--- src/rtl/mseq_pkg.sv ---
package mseq_pkg;
  typedef enum logic [1:0] {
    CD_ALWAYS   = 2'b00,
    CD_INDIRECT = 2'b01,
    CD_SIGN     = 2'b10,
    CD_ZERO     = 2'b11
  } cond_e;

  typedef enum logic [1:0] {
    BR_JUMP = 2'b00,
    BR_CALL = 2'b01,
    BR_RET  = 2'b10,
    BR_MAP  = 2'b11
  } branch_e;
endpackage

--- src/rtl/mseq_cond_sel.sv ---
module mseq_cond_sel
  import mseq_pkg::*;
(
  input  logic [1:0] cond_sel,
  input  logic       ind_bit,
  input  logic       sign_bit,
  input  logic       zero_bit,
  output logic       cond_true
);
  always_comb begin
    case (cond_e'(cond_sel))
      CD_ALWAYS:   cond_true = 1'b1;
      CD_INDIRECT: cond_true = ind_bit;
      CD_SIGN:     cond_true = sign_bit;
      default:     cond_true = zero_bit;
    endcase
  end
endmodule

--- src/rtl/mseq_next_addr.sv ---
module mseq_next_addr
  import mseq_pkg::*;
#(
  parameter int AW      = 7,
  parameter int OPW     = 4,
  parameter int MAP_LSB = 2
) (
  input  logic [AW-1:0]  car,
  input  logic [AW-1:0]  sbr,
  input  logic [1:0]     br_type,
  input  logic           cond_true,
  input  logic [AW-1:0]  br_addr,
  input  logic [OPW-1:0] opcode,
  output logic [AW-1:0]  nxt,
  output logic           link_we,
  output logic [AW-1:0]  link_val
);
  localparam int MAPW = OPW + MAP_LSB;

  logic [AW-1:0] inc_addr;
  logic [AW-1:0] map_addr;

  assign inc_addr = car + AW'(1);
  assign link_val = inc_addr;

  generate
    if (AW > MAPW) begin : g_pad
      assign map_addr = {{(AW-MAPW){1'b0}}, opcode, {MAP_LSB{1'b0}}};
    end else begin : g_exact
      assign map_addr = {opcode, {MAP_LSB{1'b0}}};
    end
  endgenerate

  always_comb begin
    nxt     = inc_addr;
    link_we = 1'b0;
    case (branch_e'(br_type))
      BR_JUMP: if (cond_true) nxt = br_addr;
      BR_CALL: if (cond_true) begin
        nxt     = br_addr;
        link_we = 1'b1;
      end
      BR_RET:  nxt = sbr;
      default: nxt = map_addr;
    endcase
  end
endmodule

--- src/rtl/mseq_link_reg.sv ---
module mseq_link_reg #(
  parameter int AW = 7
) (
  input  logic          clk,
  input  logic          rst,
  input  logic          we,
  input  logic [AW-1:0] din,
  output logic [AW-1:0] q
);
  always_ff @(posedge clk) begin
    if (rst)     q <= '0;
    else if (we) q <= din;
  end
endmodule

--- src/rtl/micro_addr_seq.sv ---
module micro_addr_seq
  import mseq_pkg::*;
#(
  parameter int AW         = 7,
  parameter int IW         = 16,
  parameter int OPW        = 4,
  parameter int MAP_LSB    = 2,
  parameter int FETCH_ADDR = 64
) (
  input  logic          clk,
  input  logic          rst,
  input  logic [1:0]    cond_sel,
  input  logic [1:0]    br_type,
  input  logic [AW-1:0] br_addr,
  input  logic [IW-1:0] instr_word,
  input  logic          acc_sign,
  input  logic          acc_zero,
  output logic [AW-1:0] ctrl_addr
);
  localparam int IND_BIT = IW - 1;
  localparam int OP_HI   = IW - 2;
  localparam int OP_LO   = IW - 1 - OPW;

  logic           cond_true;
  logic [AW-1:0]  nxt;
  logic           link_we;
  logic [AW-1:0]  link_val;
  logic [AW-1:0]  sbr;
  logic [OPW-1:0] opcode;
  logic           unused_addr_bits;

  assign opcode           = instr_word[OP_HI:OP_LO];
  assign unused_addr_bits = ^instr_word[OP_LO-1:0];

  mseq_cond_sel u_cond (
    .cond_sel (cond_sel),
    .ind_bit  (instr_word[IND_BIT]),
    .sign_bit (acc_sign),
    .zero_bit (acc_zero),
    .cond_true(cond_true)
  );

  mseq_next_addr #(.AW(AW), .OPW(OPW), .MAP_LSB(MAP_LSB)) u_next (
    .car      (ctrl_addr),
    .sbr      (sbr),
    .br_type  (br_type),
    .cond_true(cond_true),
    .br_addr  (br_addr),
    .opcode   (opcode),
    .nxt      (nxt),
    .link_we  (link_we),
    .link_val (link_val)
  );

  mseq_link_reg #(.AW(AW)) u_link (
    .clk(clk),
    .rst(rst),
    .we (link_we),
    .din(link_val),
    .q  (sbr)
  );

  always_ff @(posedge clk) begin
    if (rst) ctrl_addr <= AW'(FETCH_ADDR);
    else     ctrl_addr <= nxt;
  end

  // the cycle after reset holds the fetch address
  p_reset_fetch_r1: assert property (@(posedge clk)
    $past(rst) |-> ctrl_addr == AW'(FETCH_ADDR));

  // a taken jump lands on the address field
  p_jump_taken_r2: assert property (@(posedge clk) disable iff (rst)
    (!$past(rst) && $past(br_type) == BR_JUMP && $past(cond_true))
      |-> ctrl_addr == $past(br_addr));

  // a skipped jump steps by one
  p_jump_skip_r3: assert property (@(posedge clk) disable iff (rst)
    (!$past(rst) && $past(br_type) == BR_JUMP && !$past(cond_true))
      |-> ctrl_addr == $past(ctrl_addr) + AW'(1));

  // mapping forms the routine start from the opcode
  p_map_addr_r5: assert property (@(posedge clk) disable iff (rst)
    (!$past(rst) && $past(br_type) == BR_MAP)
      |-> (ctrl_addr[MAP_LSB-1:0] == '0 &&
           ctrl_addr[MAP_LSB +: OPW] == $past(instr_word[OP_HI:OP_LO])));

  // a taken call records the following address
  p_call_link_r6: assert property (@(posedge clk) disable iff (rst)
    (!$past(rst) && $past(br_type) == BR_CALL && $past(cond_true))
      |-> (sbr == $past(ctrl_addr) + AW'(1) && ctrl_addr == $past(br_addr)));

  // a skipped call keeps the return address
  p_call_skip_r7: assert property (@(posedge clk) disable iff (rst)
    (!$past(rst) && $past(br_type) == BR_CALL && !$past(cond_true))
      |-> $stable(sbr));

  // a return restores the saved address
  p_return_r8: assert property (@(posedge clk) disable iff (rst)
    (!$past(rst) && $past(br_type) == BR_RET)
      |-> ctrl_addr == $past(sbr));
endmodule

--- config.mk ---
export PLATFORM = sky130hd
export DESIGN_NAME = micro_addr_seq
export DESIGN_NICKNAME = d
export VERILOG_FILES = /design/src/rtl/mseq_pkg.sv /design/src/rtl/mseq_cond_sel.sv /design/src/rtl/mseq_next_addr.sv /design/src/rtl/mseq_link_reg.sv /design/src/rtl/micro_addr_seq.sv
export SDC_FILE = /design/constraint.sdc
export NUM_CORES = 1
export LEC_CHECK = 0
export CORE_MARGIN = 2
export CORE_UTILIZATION = 59
export DETAILED_ROUTE_END_ITERATION = 12
export DONT_BUFFER_PORTS = 1
export GPL_TIMING_DRIVEN = 0
export PLACE_DENSITY = 0.71
export SLEW_MARGIN = 5
export SYNTH_ARGS = -nofsm -noshare
export SYNTH_HDL_FRONTEND = slang
export SYNTH_SLANG_ARGS = --single-unit
--- constraint.sdc ---
create_clock -name clk -period 1.5 [get_ports clk]
set_clock_uncertainty 0.15 [all_clocks]
set_input_delay 0.075 -clock clk [delete_from_list [all_inputs] [get_ports clk]]
set_output_delay 0.075 -clock clk [all_outputs]
set_load 0.01 [all_outputs]
Word-level counts from Yosys, hierarchy flattened. Cells that the tools add are included.

Bits in registers: 14. Latch bits: 0. RAM bits: 0. Memory bits (read-only): 0. Output and inout bits: 7. Memories kept: 0.

$add $sub $neg: 1. Multipliers: 0. Div/mod/pow operators: 0. $lt $le $gt $ge: 0. Equality and inequality tests: 4. Shifts and indexed selects: 0. Muxes and demuxes: 5. Bitwise gates (word level): 0. Reduce and logical (&&, ||, !) cells: 3.

Operators by type and width (number): case mux 7 bit (2 select lines) (1); adder 7 x 1 -> 7 bit (second input constant) (1); two-way mux 7 bit (1); == test 2 x 1 -> 1 bit (second input constant) (2); == test 2 bit (second input constant) (2); logical NOT 2 bit (2); case mux 1 bit (3 select lines) (1); two-way mux 1 bit (2); OR reduction 2 bit (1).

Logic depth before layout (Yosys ltp).
Depth in word-level cells: 4. Gate-level depth with buffers: 6.

Hierarchy. A second synthesis with hierarchy kept.

Cells, all modules: 87. Area, all modules: 814.5 um^2.

Modules (own cells, without submodules): mseq_next_addr (instances 1, cells each 48, area each 340.3 um^2, sequential area each 0.0 um^2); mseq_link_reg (instances 1, cells each 22, area each 247.7 um^2, sequential area each 140.1 um^2); micro_addr_seq (instances 1, cells each 14, area each 198.9 um^2, sequential area each 140.1 um^2); mseq_cond_sel (instances 1, cells each 3, area each 27.5 um^2, sequential area each 0.0 um^2).

Worst setup path after synthesis. No wires, ideal clock.

Path kind: register to register. Start: register ctrl_addr[0]. End: register ctrl_addr[6]. Setup time: 0.087 ns. Arrival: 1.252 ns. Path slack: 0.011 ns. Cell stages (with the launch flop): 6. Buffers on the path: 0. Clock period less this slack: 1.489 ns. Cells stage by stage: dfxtp_1 > ha_1 > and3_1 > nand3_1 > xor2_1 > o31ai_1.

Cells in the longest elaborated chain, start to end: 3.

Ends and longest elaborated chain: start, declared (line micro_addr_seq.sv:18) `output logic [AW-1:0] ctrl_addr`; start signal, assigned (line micro_addr_seq.sv:64) `if (rst) ctrl_addr <= AW'(FETCH_ADDR);`; start signal, assigned (line micro_addr_seq.sv:65) `else ctrl_addr <= nxt;`; adder 7 x 1 -> 7 bit (line mseq_next_addr.sv:23) `assign inc_addr = car + AW'(1);`; two-way mux 7 bit (line mseq_next_addr.sv:38, mseq_next_addr.sv:39); case mux 7 bit (2 select lines) (line mseq_next_addr.sv:37) `case (branch_e'(br_type))`.

Every way passes these cells. A chain may end at the register's enable or synchronous reset.

Worst setup path after layout.
Start: register ctrl_addr[0]. End: register ctrl_addr[2].

Same word-level chain as after synthesis.

==> results.txt <==
The first global-routing pass estimated 2.80 mm of wire. The final critical-path required period came out at 1.49 ns. The fraction of final layout cells with drive strength greater than 1 is 0.273. Setup repair after global routing could not meet its margin everywhere. The capturing element type of the critical path is a register.

The launch point of the worst reg-to-reg path is ctrl_addr[0]$_SDFF_PP0_. The remaining global-route overflow came out at 0. At the end of the flow, the number of nets in the layout was 133. Traced cell by cell, the critical path runs through ha_4, xor2_1, nor4b_2, or3_1. In the synthesized netlist the dominant register cell turns out to be dfxtp_1.

Yosys printed 0 warnings. The area used by sequential logic in the layout came out at 287 um2. Once layout is complete, the utilization of the core stands at 0.822. The multi-input combinational cells in the finished layout cover a total of 536 um2. The cell area after synthesis is between 700 and 800 um2. The placed cell area is 810 um2. The per-cell via count in the routed design came out at 6.13. The max-slew headroom at the worst pin is 0.582. Input and output buffers added on the ports amount to 0. For hold timing, the worst endpoint is ctrl_addr[2]$_SDFF_PP0_. The synthesized instance count came out at 82. Along the worst path, the maximum fanout reaches 5.

The maximum level of the CTS H-tree came out at 1. The via count is between 600 and 700. The slowest stage of the critical path is the dfxtp_4 cell.

38 I/O pins were placed. The antenna diode instance count came out at 0. Detailed placement finished with a half-perimeter wire length of about 1.2 mm.

By count the netlist is led by dfxtp_1 (14), nor2_1 (12), mux2i_1 (7). The critical path start-end classification is reg2reg. The routability congestion estimate came out at 0.801. The required arrival time at the worst endpoint is approximately 1.5 ns. The final hold slack came out at 0.00244 ns. By area the synthesized netlist is led by dfxtp_1 (35%), mux2i_1 (8.9%), a211oi_2 (7.9%), nor2_1 (5.7%), a21oi_1 (3.8%). The endpoint identified for the worst register-to-register timing path is ctrl_addr[2]$_SDFF_PP0_.

The worst hold path stage count came out at 2. The initial core utilization is 0.623. The static leakage is 0.373 nW. The final routed DRC violation total is 0.

The post-route fraction of the period consumed by the critical path is 0.994. The clock transition at the registers of the reported paths is 0.09 ns. The max-slew violation total from the final report is 0. The area inside the core boundary came out at 0.00127 mm2. The run finished with clean final reports. The number of global-route vias before repair came out at 600. After the first detailed-routing iteration, the DRC count stood at 11. The peak supply drop is 641 uV. Synthesis instantiated 32 different standard cells from the library.

The final layout contains routed wiring with a total length of 2.11 mm. In this run, CTS created clock tree buffers numbering 3. The synthesis-to-layout area growth came out at 32.0%.

The measured slew at the worst slew-check pin is 0.628 ns. The most repeated cell in the gate-level netlist after synthesis is dfxtp_1. Data on the critical path arrives at its endpoint at 1.53 ns. The minimum setup slack among reg-to-reg paths came out at between 0.009 and 0.01 ns. The power per unit of standard cell area came out at 811 mW/mm2. In the global route stage, overall resource usage came out at 0.277. TritonCTS built the clock tree. The filler cells instantiated in the layout total 83. The total iterations of the first detailed-routing run is 4. In this run the worst hold path is classified as in2reg. From bottom edge to top edge, the die measures 40.6 um. The biggest area contributor in the post-synthesis netlist is dfxtp_1. The die footprint came out at roughly 0.0016 mm2. CTS placed an instance of clkbuf_4 at the clock tree root.

In the synthesized netlist the async set-or-reset flop fraction comes to 0. The die boundary width is between 40 and 50 um. After detailed routing, the average wire length per cell comes to about 19 um.

The share of the synthesized area in the top cell type came out at 0.354. The TritonCTS sink count came out at 14. The synthesis-stage register bit count came out at 14. After routing the design area is 0.00104 mm2. The antenna violation net count after detailed routing came out at 0. The synthesized design contains 0 enable-type register cells. The max-cap violation count is 0. The nature of the critical path startpoint is a register.

The final count of hold timing violations is 0. The clock latency reported for the late side of the worst-skew pair is 0.30 ns. The fmax is 671 MHz. The number of buffers on the longest clock path came out at 2.

The post-synth net total is about 110. The number of antenna violations at the first check in global routing was 0. Counting cells, the worst reg-to-reg path comes to 4. The launch point of the worst hold path is br_type[1].

The maximum single-stage delay on the critical path is ~0.39 ns. The mean instance size in the synthesized netlist came out at just under 10 um2. The final number of setup-violating endpoints came out at 0. The number of core rows came out at 13. The portion of the post-synthesis area used by sequential elements is 0.354. The largest net degree at the start of global routing is 11.
-- worst max path at each step --
stage / start / endpoint / cells after the start
3_3_place_gp: ctrl_addr[0]$_SDFF_PP0_ / ctrl_addr[6]$_SDFF_PP1_ / 5
5_1_grt: ctrl_addr[0]$_SDFF_PP0_ / ctrl_addr[2]$_SDFF_PP0_ / 4
6_report: ctrl_addr[0]$_SDFF_PP0_ / ctrl_addr[2]$_SDFF_PP0_ / 4
2_1_floorplan: ctrl_addr[0]$_SDFF_PP0_ / ctrl_addr[6]$_SDFF_PP1_ / 5
3_5_place_dp: ctrl_addr[0]$_SDFF_PP0_ / ctrl_addr[6]$_SDFF_PP1_ / 5
4_1_cts: ctrl_addr[0]$_SDFF_PP0_ / ctrl_addr[2]$_SDFF_PP0_ / 4
-- flip-flops by register name (all words and copies together), names as in the netlist --
| register | count |
|---|---|
| ctrl_addr | 7 |
| u_link.q | 7 |
-- through the flow --
| stage | power [mW] | instances | worst slack (ns) | setup TNS, ns |
|---|---|---|---|---|
| global placement | 0.568 | 97 | -0.150 | -0.286 |
| detailed placement | 0.571 | 97 | -0.136 | -0.345 |
| floorplan | 0.544 | 82 | 0.0106 | 0 |
| global route | 0.866 | 114 | -0.0212 | -0.0349 |
| CTS | 0.818 | 113 | 0.0310 | 0 |
| finish | 0.847 | 114 | 0.00904 | 0 |
-- metal layers --
metal  up-vias  global-route usage  wire length [um]  part of all wire
met5         -                   0                 0                 0
met4         0               0.175                70             0.033
met2        25               0.440              1040              0.49
li1        340                   -                 -                 -
met3         7              0.0489               118             0.056
met1       327               0.342               882              0.42
-- cells by family after synthesis --
| logic type | share of synthesized area |
|---|---|
| buffers and inverters | 0.0538 |
| AND/OR/NAND/NOR | 0.188 |
| AO/OA/AOI/OAI | 0.244 |
| adder cells (fa/ha/maj) | 0.0158 |
| XOR/XNOR | 0.0554 |
| multiplexers | 0.0886 |
| flip-flops | 0.354 |
-- worst max-delay path, delay by kind of cell, from the launching register on --
kind                     cells  cell delay [ns]
AND/OR/NAND/NOR              2             0.52
flip-flops                   1             0.39
adder cells (fa/ha/maj)      1             0.17
XOR/XNOR                     1             0.15
-- cells in the final DEF, fill, tap and decap left out, drive strengths merged --
cell,n
ha,1
nand2,1
nor2,12
dlygate4sd3,13
o41ai,3
a2111oi,2
or2,1
and3,2
nand3,2
xnor2,2
nor3,1
mux2i,7
a21oi,6
nor3b,4
xor2,3
a31o,1
dfxtp,14
a211oi,5
nand2b,1
clkbuf,5
nor4b,1
or3,1
a311oi,1
a31oi,1
nor4bb,1
buf,5
inv,2
o31ai,1
-- power breakdown --
part,internal (mW),switching (mW)
sequential,0.398,0.0362
combinational,0.0915,0.0910
clock,0.0938,0.136
-- layout make-up --
| type | instances | area share |
|---|---|---|
| plain buffers | 6 | 0.0336 |
| well taps | 15 | 0.0180 |
| clock buffers | 3 | 0.0216 |
| flip-flops and latches | 14 | 0.275 |
| multi-input cells | 60 | 0.513 |
| repair buffers | 14 | 0.132 |
| inverters | 2 | 0.00719 |
-- repair_timing --
action,in CTS,in global routing
resized for setup,6,8
endpoints found under the hold margin,9,0
hold buffers,13,0
buffers inserted,0,1
setup endpoints to repair,6,8
pin swaps,1,0
Power figures use the tool's default switching activity.
